[src/rtl/bitcell_pkg.sv]
`timescale 1ns/1ps
package bitcell_pkg;

   typedef enum logic [1:0] {
      SLOT_ON    = 2'd0,
      SLOT_LATE  = 2'd1,
      SLOT_EARLY = 2'd2,
      SLOT_OFF   = 2'd3
   } slot_e;

   function automatic bit ratio_ok(input int r);
      return (r == 8) || (r == 10) || (r == 16);
   endfunction

endpackage

[src/rtl/bitcell_sync.sv]
`timescale 1ns/1ps
module bitcell_sync #(
   parameter int STAGES = 2
) (
   input  logic clk,
   input  logic rst,
   input  logic line_i,
   output logic level_o,
   output logic edge_o
);

   if (STAGES < 2) begin : g_bad_stages
      $error("bitcell_sync: STAGES must be at least 2");
   end

   logic [STAGES-1:0] chain_q;
   logic              prev_q;

   for (genvar i = 0; i < STAGES; i++) begin : g_stage
      if (i == 0) begin : g_first
         always_ff @(posedge clk) begin
            if (rst) chain_q[0] <= 1'b0;
            else     chain_q[0] <= line_i;
         end
      end else begin : g_next
         always_ff @(posedge clk) begin
            if (rst) chain_q[i] <= 1'b0;
            else     chain_q[i] <= chain_q[i-1];
         end
      end
   end

   always_ff @(posedge clk) begin
      if (rst) prev_q <= 1'b0;
      else     prev_q <= chain_q[STAGES-1];
   end

   assign level_o = chain_q[STAGES-1];
   assign edge_o  = chain_q[STAGES-1] ^ prev_q;

   // the held previous sample follows the synchronized level one cycle later
   a_r2_prev_follows: assert property (@(posedge clk) disable iff (rst)
      1'b1 |=> (prev_q == $past(level_o)));

endmodule

[src/rtl/bitcell_phase.sv]
`timescale 1ns/1ps
module bitcell_phase
   import bitcell_pkg::*;
#(
   parameter  int RATIO = 8,
   localparam int PW    = $clog2(RATIO)
) (
   input  logic          clk,
   input  logic          rst,
   input  logic          edge_i,
   input  logic          dead_i,
   output logic [PW-1:0] ph_o,
   output slot_e         slot_o,
   output logic          wrap_o,
   output logic          mid_o
);

   localparam logic [PW-1:0] LAST = PW'(RATIO - 1);
   localparam logic [PW-1:0] MID  = PW'(RATIO / 2);
   localparam logic [PW-1:0] ONE  = PW'(1);

   logic [PW-1:0] ph_q;
   logic          realign;

   always_comb begin
      if (ph_q == '0)        slot_o = SLOT_ON;
      else if (ph_q == ONE)  slot_o = SLOT_LATE;
      else if (ph_q == LAST) slot_o = SLOT_EARLY;
      else                   slot_o = SLOT_OFF;
   end

   assign realign = edge_i && (dead_i || (slot_o != SLOT_OFF));

   always_ff @(posedge clk) begin
      if (rst)               ph_q <= '0;
      else if (realign)      ph_q <= ONE;
      else if (ph_q == LAST) ph_q <= '0;
      else                   ph_q <= ph_q + 1'b1;
   end

   assign ph_o   = ph_q;
   assign wrap_o = (ph_q == LAST);
   assign mid_o  = (ph_q == MID);

   a_r4_phase_range: assert property (@(posedge clk) disable iff (rst)
      ph_q <= LAST);

   a_r5_late_hold: assert property (@(posedge clk) disable iff (rst)
      (edge_i && !dead_i && ph_q == ONE) |=> (ph_q == ONE));

   a_r6_early_skip: assert property (@(posedge clk) disable iff (rst)
      (edge_i && !dead_i && ph_q == LAST) |=> (ph_q == ONE));

   a_r9_dead_align: assert property (@(posedge clk) disable iff (rst)
      (edge_i && dead_i) |=> (ph_q == ONE));

   a_r7_off_keeps: assert property (@(posedge clk) disable iff (rst)
      (edge_i && !dead_i && ph_q > ONE && ph_q < LAST) |=> (ph_q == $past(ph_q) + 1'b1));

endmodule

[src/rtl/bitcell_idle.sv]
`timescale 1ns/1ps
module bitcell_idle #(
   parameter  int CELLS = 16,
   localparam int CW    = $clog2(CELLS + 1)
) (
   input  logic clk,
   input  logic rst,
   input  logic edge_i,
   input  logic wrap_i,
   output logic dead_o
);

   if (CELLS < 2) begin : g_bad_cells
      $error("bitcell_idle: CELLS must be at least 2");
   end

   logic [CW-1:0] quiet_q;
   logic          dead_q;

   always_ff @(posedge clk) begin
      if (rst) begin
         quiet_q <= '0;
         dead_q  <= 1'b1;
      end else if (edge_i) begin
         quiet_q <= '0;
         dead_q  <= 1'b0;
      end else if (wrap_i && !dead_q) begin
         if (quiet_q == CW'(CELLS - 1)) dead_q  <= 1'b1;
         else                           quiet_q <= quiet_q + 1'b1;
      end
   end

   assign dead_o = dead_q;

   a_r9_edge_clears: assert property (@(posedge clk) disable iff (rst)
      edge_i |=> !dead_o);

   a_r8_dead_sticks: assert property (@(posedge clk) disable iff (rst)
      (dead_o && !edge_i) |=> dead_o);

   a_r8_count_bound: assert property (@(posedge clk) disable iff (rst)
      quiet_q < CW'(CELLS));

endmodule

[src/rtl/bitcell_recover.sv]
`timescale 1ns/1ps
module bitcell_recover
   import bitcell_pkg::*;
#(
   parameter int RATIO       = 8,
   parameter int DEAD_CELLS  = 16,
   parameter int SYNC_STAGES = 2
) (
   input  logic clk,
   input  logic rst,
   input  logic line_i,
   output logic valid_o,
   output logic bit_o,
   output logic align_err_o,
   output logic dead_o
);

   localparam int PW = $clog2(RATIO);

   if (!ratio_ok(RATIO)) begin : g_bad_ratio
      $error("bitcell_recover: RATIO must be 8, 10 or 16");
   end

   logic          lvl;
   logic          edg;
   logic [PW-1:0] ph;
   slot_e         slot;
   logic          wrap;
   logic          mid;
   logic          dead;
   logic          valid_q;
   logic          bit_q;
   logic          err_q;

   bitcell_sync #(.STAGES(SYNC_STAGES)) u_sync (
      .clk     (clk),
      .rst     (rst),
      .line_i  (line_i),
      .level_o (lvl),
      .edge_o  (edg)
   );

   bitcell_phase #(.RATIO(RATIO)) u_phase (
      .clk    (clk),
      .rst    (rst),
      .edge_i (edg),
      .dead_i (dead),
      .ph_o   (ph),
      .slot_o (slot),
      .wrap_o (wrap),
      .mid_o  (mid)
   );

   bitcell_idle #(.CELLS(DEAD_CELLS)) u_idle (
      .clk    (clk),
      .rst    (rst),
      .edge_i (edg),
      .wrap_i (wrap),
      .dead_o (dead)
   );

   always_ff @(posedge clk) begin
      if (rst) begin
         valid_q <= 1'b0;
         bit_q   <= 1'b0;
         err_q   <= 1'b0;
      end else begin
         valid_q <= mid && !dead;
         if (mid && !dead) bit_q <= lvl;
         err_q   <= edg && !dead && (slot == SLOT_OFF);
      end
   end

   assign valid_o     = valid_q;
   assign bit_o       = bit_q;
   assign align_err_o = err_q;
   assign dead_o      = dead;

   a_r3_strobe_gap: assert property (@(posedge clk) disable iff (rst)
      valid_o |=> !valid_o);

   a_r8_no_strobe_dead: assert property (@(posedge clk) disable iff (rst)
      dead_o |=> !valid_o);

   a_r9_no_err_dead: assert property (@(posedge clk) disable iff (rst)
      dead_o |=> !align_err_o);

   a_r3_bit_stable: assert property (@(posedge clk) disable iff (rst)
      !valid_o |-> $stable(bit_o));

   a_r7_err_needs_phase: assert property (@(posedge clk) disable iff (rst)
      (ph == '0) |=> !align_err_o);

endmodule

[config.mk]
export PLATFORM = sky130hd
export DESIGN_NAME = bitcell_recover
export DESIGN_NICKNAME = d
export VERILOG_FILES = /design/src/rtl/bitcell_pkg.sv /design/src/rtl/bitcell_sync.sv /design/src/rtl/bitcell_phase.sv /design/src/rtl/bitcell_idle.sv /design/src/rtl/bitcell_recover.sv
export SDC_FILE = /design/constraint.sdc
export NUM_CORES = 1
export LEC_CHECK = 0
export BUFFER_PORTS_ARGS = -buffer_cell sky130_fd_sc_hd__buf_2
export CORE_MARGIN = 4
export CORE_UTILIZATION = 41
export CTS_CLUSTER_DIAMETER = 150
export DETAILED_ROUTE_END_ITERATION = 12
export PLACE_DENSITY = 0.63
export SLEW_MARGIN = 20
export SYNTH_ARGS = -nofsm -noshare
export SYNTH_HDL_FRONTEND = slang
export SYNTH_SLANG_ARGS = --single-unit
[constraint.sdc]
create_clock -name clk -period 5.3 [get_ports clk]
set_input_delay 0.53 -clock clk [delete_from_list [all_inputs] [get_ports clk]]
set_output_delay 0.53 -clock clk [all_outputs]
set_load 0.01 [all_outputs]
==> impl_metrics.env <==
export IMPL_status="complete, no violations"
export IMPL_crit_slowest_cell="or3b_1"
export IMPL_synth_avg_cell_area_um2=9.560
export IMPL_clock_sinks=15
export IMPL_maxSlewViolCount=0
export IMPL_ir_drop_uv=166.6
export IMPL_place_inst=85
export IMPL_yosysWarnings=0
export IMPL_ys_types=22
export IMPL_cts_resized=0
export IMPL_postCtsSetupRepairBufs=0
export IMPL_fmax_mhz=529.3
export IMPL_dpl_cell_area_um2=660.6
export IMPL_power_density_nw_per_um2=285.7
export IMPL_end_kind="flop"
export IMPL_cts_tree="done"
export IMPL_numPortBuffers=6
export IMPL_final_common_cell="dfxtp_1"
export IMPL_hold_path_class="flop to flop"
export IMPL_vias=450
export IMPL_netlist_instances=64
export IMPL_area_delta_synth_final_pct=12.27
export IMPL_antenna_found_initial=0
export IMPL_first_pass_iters=4
export IMPL_synth_edff_count=0
export IMPL_ant_nets=0
export IMPL_drt_wirelength_per_cell_um=10.73
export IMPL_die_area_um2=2174
export IMPL_clkSlewWorstSetupHoldPaths_ps=80
export IMPL_worst_path_largest_cell_delay_ps=390
export IMPL_drc=0
export IMPL_rows=13
export IMPL_final_nets=83
export IMPL_hold_viol=0
export IMPL_routed_wl_um=955
export IMPL_holdWs_ps=444.4
export IMPL_vias_per_cell=5.056
export IMPL_cts_buffers=3
export IMPL_ys_flop_type="dfxtp_1"
export IMPL_die_x_um=46.63
export IMPL_cts_path_max_buffers=2
export IMPL_post_route_period_util_pct=35.65
export IMPL_leakage_nw=0.2955
export IMPL_overflow=0
export IMPL_finalSetupViolCount=0
export IMPL_cp_arrival_ps=2100
export IMPL_r2r_start="u_idle.quiet_q[0]"
export IMPL_dp_slack_ps=3440
export IMPL_hp_start="u_sync.chain_q[0]"
export IMPL_drive_above_1_share_pct=14.86
export IMPL_clock_latency_ps=270
export IMPL_crit_start="u_idle.quiet_q[0]"
export IMPL_final_min_clock_period_ps=1889
export IMPL_fin_cells=89
export IMPL_drt_iter0_markers=4
export IMPL_grt_pass1_vias=435
export IMPL_grt_max_degree=9
export IMPL_final_util_pct=50.88
export IMPL_grt_pass1_wl_um=1759
export IMPL_synth_async_reset_ratio_pct=0
export IMPL_synthesis_nets=72
export IMPL_tns_ps=0
export IMPL_crit_buf_inv=0
export IMPL_worst_slew_pin_slew_ps=479.1
export IMPL_dpl_hpwl_um=718.1
export IMPL_design_area_um2=686.9
export IMPL_diodes=0
export IMPL_crit_chain="ha_1 -> and3_1 -> ha_1 -> or3b_1 -> or3_1 -> a21oi_1"
export IMPL_core_area_um2=1350
export IMPL_yosysSeqAreaShare_pct=49.08
export IMPL_start_kind="flop"
export IMPL_place_gp_congestion=0.7310
export IMPL_worstSetupPathType="flop to flop"
export IMPL_layout_setup_ws_ps=3411
export IMPL_crit_top_cell="ha_1"
export IMPL_skew_ps=2.526
export IMPL_final_cell_mix="15 x dfxtp_1, 8 x nor2_1, 6 x buf_2"
export IMPL_synth_seq_cells=15
export IMPL_netlist_area_um2=611.8
export IMPL_cts_root_buf="clkbuf_4"
export IMPL_htreeDepth=1
export IMPL_critPathRequiredTime_ps=5510
export IMPL_total_power_uw=196.2
export IMPL_io_pins=7
export IMPL_max_slew_margin_pct=67.72
export IMPL_rsz0062_at_grt="no"
export IMPL_start_util_pct=45.32
export IMPL_max_cap_viol_count=0
export IMPL_crit_family="simple AND/OR/NAND/NOR gates"
export IMPL_groute_usage_overall_pct=11.78
export IMPL_fp_dieH_um=46.63
export IMPL_ctsHoldBuffers=0
export IMPL_crit_fanout=4
==> worst register-to-register path, delay by kind of cell (launching register included) <==
family	cells	cell delay, ps
simple gates	3	920
fa+ha+maj	2	430
compound gates	1	140
flops	1	340
==> synth_stat cells, drive strengths merged (2+ instances only) <==
cell | number | area, um^2
inv | 4 | 15.01
ha | 5 | 62.56
dfxtp | 15 | 300.3
nor2b | 4 | 25.02
xnor2 | 2 | 17.52
o21ai | 3 | 15.01
nor2 | 8 | 30.03
nand2 | 5 | 18.77
a21oi | 5 | 25.02
==> flip-flops by register name (all words and copies together), names as in the netlist <==
name,flops
u_idle.quiet_q,5
u_phase.ph_o,3
align_err_o,1
bit_o,1
u_idle.dead_o,1
u_sync.chain_q,1
u_sync.level_o,1
u_sync.prev_q,1
valid_o,1
==> area by class of cell <==
cell class                 count  area, um^2
sequential                    15       300.3
tap                           15       18.77
clock buffer                   4       26.28
timing repair buffer           6       30.03
multi-input combinational     45       296.5
inverter                       4       15.01
fill                         133       663.1
==> final timing paths <==
| check | endpoint | depth (start not counted) | slack, ps |
|---|---|---|---|
| max | u_idle.quiet_q[3] | 6 | 3410 |
| min | u_sync.level_o | 1 | 440 |
| max reg2reg | u_idle.quiet_q[3] | 6 | 3410 |
| min reg2reg | u_sync.level_o | 1 | 440 |
==> layer usage <==
metal	routed length [um]	GRT usage (%)
met1	485	15.15
met3	53	5.859
met2	406	16.48
met4	9	4.972
met5	0	0
==> power by group <==
group | internal (mW) | switching (mW) | leakage, nW | total [mW]
Sequential | 0.117 | 0.00324 | 0.122 | 0.120
Combinational | 0.00656 | 0.00782 | 0.158 | 0.0144
Clock | 0.0292 | 0.0329 | 0.0150 | 0.0620
Total | 0.152 | 0.0439 | 0.295 | 0.196
==> kinds of logic (layout without fill, tap and decap cells) <==
logic type	after synthesis	after routing	share of synthesized area, %
AND/OR/NAND/NOR	26	26	23.11
flip-flops	15	15	49.08
AO/OA/AOI/OAI	10	10	9.202
adder cells (fa/ha/maj)	5	5	10.22
buffers and inverters	4	14	2.453
XOR/XNOR	3	3	4.295
multiplexers	1	1	1.636
Power figures use the tool's default switching activity.
